File: src/rtl/pagebus_ctrl.sv
module pagebus_ctrl #(
  parameter int DATA_W    = 8,
  parameter int HALF_CLKS = 2
) (
  input  logic              clk,
  input  logic              rst_n,
  input  logic              req_valid,
  output logic              req_ready,
  input  logic [2*DATA_W-1:0] req_addr,
  input  logic [1:0]        req_kind,
  input  logic [DATA_W-1:0] req_wdata,
  input  logic              force_miss,
  output logic              ale,
  output logic              psen_n,
  output logic              rd_n,
  output logic              wr_n,
  output logic [DATA_W-1:0] addr_port,
  output logic [DATA_W-1:0] data_out,
  output logic              data_oe,
  input  logic [DATA_W-1:0] data_in,
  output logic              done,
  output logic [DATA_W-1:0] rdata
);
  localparam int ADDR_W = 2 * DATA_W;
  localparam int CW = (HALF_CLKS > 1) ? $clog2(HALF_CLKS) : 1;
  localparam logic [CW-1:0] LAST = CW'(HALF_CLKS - 1);
  localparam logic [1:0] K_FETCH = 2'b00;
  localparam logic [1:0] K_WRITE = 2'b10;

  typedef enum logic [1:0] {S_IDLE, S_LATCH, S_XFER} st_t;

  st_t               st;
  logic [CW-1:0]     cnt;
  logic [ADDR_W-1:0] addr_q;
  logic [1:0]        kind_q;
  logic [DATA_W-1:0] wdata_q, page_q, rdata_q;
  logic              page_vld, done_q;

  wire accept = req_valid && (st == S_IDLE);
  wire hit    = page_vld && (req_addr[ADDR_W-1:DATA_W] == page_q);
  wire last   = (cnt == LAST);
  wire xfer   = (st == S_XFER);

  always_ff @(posedge clk or negedge rst_n) begin
    if (!rst_n) begin
      st       <= S_IDLE;
      cnt      <= '0;
      addr_q   <= '0;
      kind_q   <= K_FETCH;
      wdata_q  <= '0;
      page_q   <= '0;
      page_vld <= 1'b0;
      rdata_q  <= '0;
      done_q   <= 1'b0;
    end else begin
      done_q <= 1'b0;
      case (st)
        S_IDLE: if (accept) begin
          addr_q  <= req_addr;
          kind_q  <= req_kind;
          wdata_q <= req_wdata;
          cnt     <= '0;
          if (hit) st <= S_XFER;
          else begin
            st     <= S_LATCH;
            page_q <= req_addr[ADDR_W-1:DATA_W];
          end
        end
        S_LATCH: begin
          cnt <= last ? '0 : cnt + 1'b1;
          if (last) st <= S_XFER;
        end
        S_XFER: begin
          cnt <= last ? '0 : cnt + 1'b1;
          if (last) begin
            st     <= S_IDLE;
            done_q <= 1'b1;
            if (kind_q != K_WRITE) rdata_q <= data_in;
          end
        end
        default: st <= S_IDLE;
      endcase
      if (accept && !hit) page_vld <= 1'b1;
      if (force_miss)     page_vld <= 1'b0;
    end
  end

  assign req_ready = (st == S_IDLE);
  assign ale       = (st == S_LATCH);
  assign psen_n    = !(xfer && kind_q == K_FETCH);
  assign rd_n      = !(xfer && kind_q[0]);
  assign wr_n      = !(xfer && kind_q == K_WRITE);
  assign data_oe   = xfer && kind_q == K_WRITE;
  assign data_out  = wdata_q;
  assign addr_port = (st == S_LATCH) ? addr_q[ADDR_W-1:DATA_W] :
                     xfer            ? addr_q[DATA_W-1:0] : page_q;
  assign done      = done_q;
  assign rdata     = rdata_q;
endmodule

File: config.mk
export PLATFORM = sky130hd
export DESIGN_NAME = pagebus_ctrl
export DESIGN_NICKNAME = d
export VERILOG_FILES = /design/src/rtl/pagebus_ctrl.sv
export SDC_FILE = /design/constraint.sdc
export NUM_CORES = 1
export LEC_CHECK = 0
export ABC_CLOCK_PERIOD_IN_PS = 3740
export BUFFER_PORTS_ARGS = -buffer_cell sky130_fd_sc_hd__buf_2
export CORE_MARGIN = 1
export CORE_UTILIZATION = 50
export DETAILED_ROUTE_END_ITERATION = 16
export GPL_ROUTABILITY_DRIVEN = 0
export PLACE_DENSITY = 0.89
export SYNTH_ARGS = -nofsm -noshare
export SYNTH_HDL_FRONTEND = slang
export SYNTH_SLANG_ARGS = --single-unit
File: constraint.sdc
create_clock -name clk -period 3.74 [get_ports clk]
set_clock_uncertainty 0.2 [all_clocks]
set_input_delay 0 -clock clk [delete_from_list [all_inputs] [get_ports clk]]
set_output_delay 0 -clock clk [all_outputs]
set_load 0.02 [all_outputs]
==> metrics list <==
- Maximum buffer depth of the clock tree: 2
* CTS H-tree lvls: 2
* Average size of a mapped cell: 9.39 um2
- Of the total power, the share spent switching nets is 0.426.
* Synthesized-area fraction occupied by adder cells: 0.0179
* Per-cell via count in the routed design: 4.87
* Hold Crit Class: in2async
- Die width: 66.7 um
- Rows: 23
* Post-synth EDFFs: 0
- Counting every sink on the clock net gives 47.
- Setup repair after global routing left no endpoint under its margin.
- Detailed Route WL: 4800 um
- Of the post-synthesis cell area, the part taken by muxes is 0.0812.
* Mapped Cells: 223
- Worst Setup Path Type: reg2reg
- Measured along the y axis, the die boundary spans 66.7 um.
- Quantity of gates resized following cts: 0
- Area share of the leading cell type in the synthesized netlist: 0.562
- CTS tree: done
- Port bufs: 68
- Once detail routing completed, the nets flagged for antenna violations numbered 0.
- The worst register-to-register path begins at st[0].
* Area fraction in compound gates after synthesis: 0.0573
* Min cycle time layout: 2.37 ns
- Once layout is complete, the cells apart from fillers number 378.
- Placement Setup Slack: 1.37 ns
* CP arrival: 2.35 ns
* Placed Cells: 333
- CTS placed an instance of sky130_fd_sc_hd__clkbuf_8 at the clock tree root.
- The die covers 4450 um2.
- The run finished with clean final reports.
- The floorplan step defined a core boundary enclosing 4000 um2.
* DRC marker count from the first detailed-route iteration: 86
- Yosys warning total: 0
- The repair_antennas step left the layout with diodes totalling 0.
- The tool flagged a number of max-cap violations equal to 0.
- Sum Neg Setup Slack: 0 ns
- The internal power of the cells totals 1.33 mW.
- The worst-case IR drop observed on VDD is 0.444 mV.
* Max-Slew Margin vs Limit: 0.297
- Compared with the post-synthesis result, the final layout area differs by 39.4%.
- In the final layout, the share of cells above drive strength 1 is 0.259.
- Entering global routing, the biggest net connects 48 pins.
* Flop pwr share: 0.389
- Required time at the endpoint of the critical path: 3.72 ns
- By area the synthesized netlist is led by sky130_fd_sc_hd__dfrtp_1, sky130_fd_sc_hd__nand2_1, sky130_fd_sc_hd__mux2_2, sky130_fd_sc_hd__mux2i_1, sky130_fd_sc_hd__xnor2_1.
- For this block, the via count after detailed routing is 1840.
- Of the synthesized area, sequential elements account for 0.562.
- Clock insertion delay at the later pin of the skew report: 0.29 ns
- Post-route fraction of the period consumed by the critical path: 0.634
* Top FF cell, synth: sky130_fd_sc_hd__dfrtp_1
* Post-synth ARST share: 1.00
* Initial Utilization: 0.524
- Ratio of total power to cell area: 792 nW/um2
- The share of total power dissipated in the clock network is 0.124.
- Global-route wire length before repair: 8030 um
* Detailed-route wire length per cell: 12.7 um
* Biggest fanout along the worst timing path: 13
- The number of failing hold endpoints at the final stage came to 0.
- After synthesis, the netlist uses 24 different library cells.
- Post-layout worst setup margin: 1.37 ns
- Remaining global-route overflow: 0
* Worst slew pin tran: 1.05 ns
* Post-layout net count: 368
* Number of search-and-repair iterations in the first detailed-routing pass: 5
- Largest family of logic cells by synthesized area: simple AND/OR/NAND/NOR gates
- The via count of the first global-routing pass is 1861.
* Portion of total power attributed to combinational logic: 0.487
- I/O pin count: 69
- Synthesis produced a netlist with a net count of 264.
- Clock tree synthesis inserted a total of 5 buffers.
* Xor/xnor share of the synthesized area: 0.0376
* Number of antenna violations at the first check in global routing: 0
- Startpoint kind of the worst setup timing path: register
- Remaining design rule violation count: 0
* Register area: 1180 um2
- Derived from the worst setup path, the maximum achievable clock frequency is 422 MHz.
- Area of the mapped netlist: 2090 um2
- Of the total synthesized cell area, the portion taken by AND, OR, NAND and NOR gates is 0.218.
- Final Max Slew Viols: 0
- Yosys reg bits: 47
- The multi-input combinational cells in the finished layout cover a total of 863 um2.
- Setup violations remaining at the end of the flow were counted as 0.
- The worst setup path is captured at a register.
* Net load switching power: 0.986 mW
- sky130_fd_sc_hd__dfrtp_1 takes more of the synthesized area than any other cell.
- Fill cells in the final layout number 316.
- Critical Path Start: st[0]
- Total GRT Usage: 0.246
- For this design the static power due to leakage is 1.51 nW.
- Clock-pin slew was measured on the worst setup and hold paths at 0.08 ns.
- The wire-length estimate of the detail-placed layout is 3010 um.
-- worst max-delay path: stages, from the launching register on --
cell                       delay, ns
sky130_fd_sc_hd__dfrtp_1        0.40
sky130_fd_sc_hd__inv_1          0.08
sky130_fd_sc_hd__ha_1           0.60
sky130_fd_sc_hd__and2_2         0.28
sky130_fd_sc_hd__a21boi_4       0.31
sky130_fd_sc_hd__mux2_2         0.38
-- cells by family after synthesis --
kind of cell,after synthesis
XOR/XNOR,9
AND/OR/NAND/NOR,115
flip-flops,47
adder cells (fa/ha/maj),3
multiplexers,16
AO/OA/AOI/OAI,19
buffers and inverters,14
-- area by class of cell --
type / count / area share
Multi-Input combinational cell: 162 / 0.296
Timing Repair Buffer: 106 / 0.246
Clock inverter: 1 / 0.00171
Clock buffer: 7 / 0.0261
Tap cell: 50 / 0.0214
Inverter: 5 / 0.00643
Sequential cell: 47 / 0.403
-- synth_stat cells (2+ instances only) --
cell and n:
sky130_fd_sc_hd__nand2_1 103, sky130_fd_sc_hd__clkbuf_1 7, sky130_fd_sc_hd__mux2_2 8, sky130_fd_sc_hd__nand3_1 3, sky130_fd_sc_hd__o21ai_0 12, sky130_fd_sc_hd__a21oi_1 2
sky130_fd_sc_hd__ha_1 3, sky130_fd_sc_hd__buf_2 2, sky130_fd_sc_hd__xnor2_1 9, sky130_fd_sc_hd__dfrtp_1 47, sky130_fd_sc_hd__mux2i_1 8, sky130_fd_sc_hd__nor2_1 2
sky130_fd_sc_hd__nand3b_1 2, sky130_fd_sc_hd__inv_1 5
-- placed cells by master, fill, tap and decap left out, types with 2 or more instances in the layout --
master and count:
sky130_fd_sc_hd__mux2i_1 8, sky130_fd_sc_hd__buf_2 68, sky130_fd_sc_hd__o21ai_0 12, sky130_fd_sc_hd__dfrtp_1 47
sky130_fd_sc_hd__clkbuf_1 2, sky130_fd_sc_hd__mux2_2 8, sky130_fd_sc_hd__ha_1 3, sky130_fd_sc_hd__xnor2_1 9
sky130_fd_sc_hd__nand3b_1 2, sky130_fd_sc_hd__inv_1 5, sky130_fd_sc_hd__nand2_1 103, sky130_fd_sc_hd__dlygate4sd3_1 37
sky130_fd_sc_hd__nor2_1 2, sky130_fd_sc_hd__clkbuf_8 5, sky130_fd_sc_hd__nand3_1 3, sky130_fd_sc_hd__a21oi_1 2
-- power groups by stage --
stage	Clock [mW]	Sequential (mW)	Combinational (mW)
5_1_grt	0.320	0.928	1.25
4_1_cts	0.297	0.900	1.14
3_3_place_gp	0	0.897	1.07
3_5_place_dp	0	0.909	1.10
6_report	0.286	0.900	1.13
2_1_floorplan	0	0.994	0.679
-- final timing paths --
check / end / slack [ns] / cells after the start
worst max-delay path: rdata[1] / 1.37 / 5
worst min-delay path: rdata[1] / 0.22 / 2
worst max register to register: rdata[1] / 1.37 / 5
worst min register to register: data_out[0] / 0.28 / 2
max in group asynchronous: data_out[2] / 2.48 / 2
min in group clk: addr_q[1] / 0.22 / 4
-- flip-flops by register name, indices dropped and copies added (netlist names) --
signal	cells
cnt	1
page_q	8
rdata	8
page_vld	1
done	1
data_out	8
kind_q	2
st	2
addr_q	16
-- per-layer routing --
layer | vias to the layer above | routed length [um] | track usage
met4 | 0 | 56 | 0.0798
met1 | 873 | 1990 | 0.277
met3 | 4 | 246 | 0.0616
met5 | - | 0 | 0
met2 | 51 | 2500 | 0.446
li1 | 912 | - | -
-- per-stage QoR --
stage | util | hold WS (ns) | power (mW) | instance area (um2)
2_1_floorplan | - | -0.496 | 1.67 | 2090
3_3_place_gp | 0.617 | -0.0346 | 1.96 | 2470
3_5_place_dp | 0.617 | -0.0268 | 2.01 | 2470
4_1_cts | 0.730 | 0.189 | 2.33 | 2920
5_1_grt | 0.730 | 0.209 | 2.50 | 2920
6_report | 0.730 | 0.222 | 2.31 | 2920
-- what timing repair did --
action,4_1_cts,5_1_grt
hold buffers,37,0
endpoints found under the hold margin,93,0
setup buffers,0,0
Power figures use the tool's default switching activity.
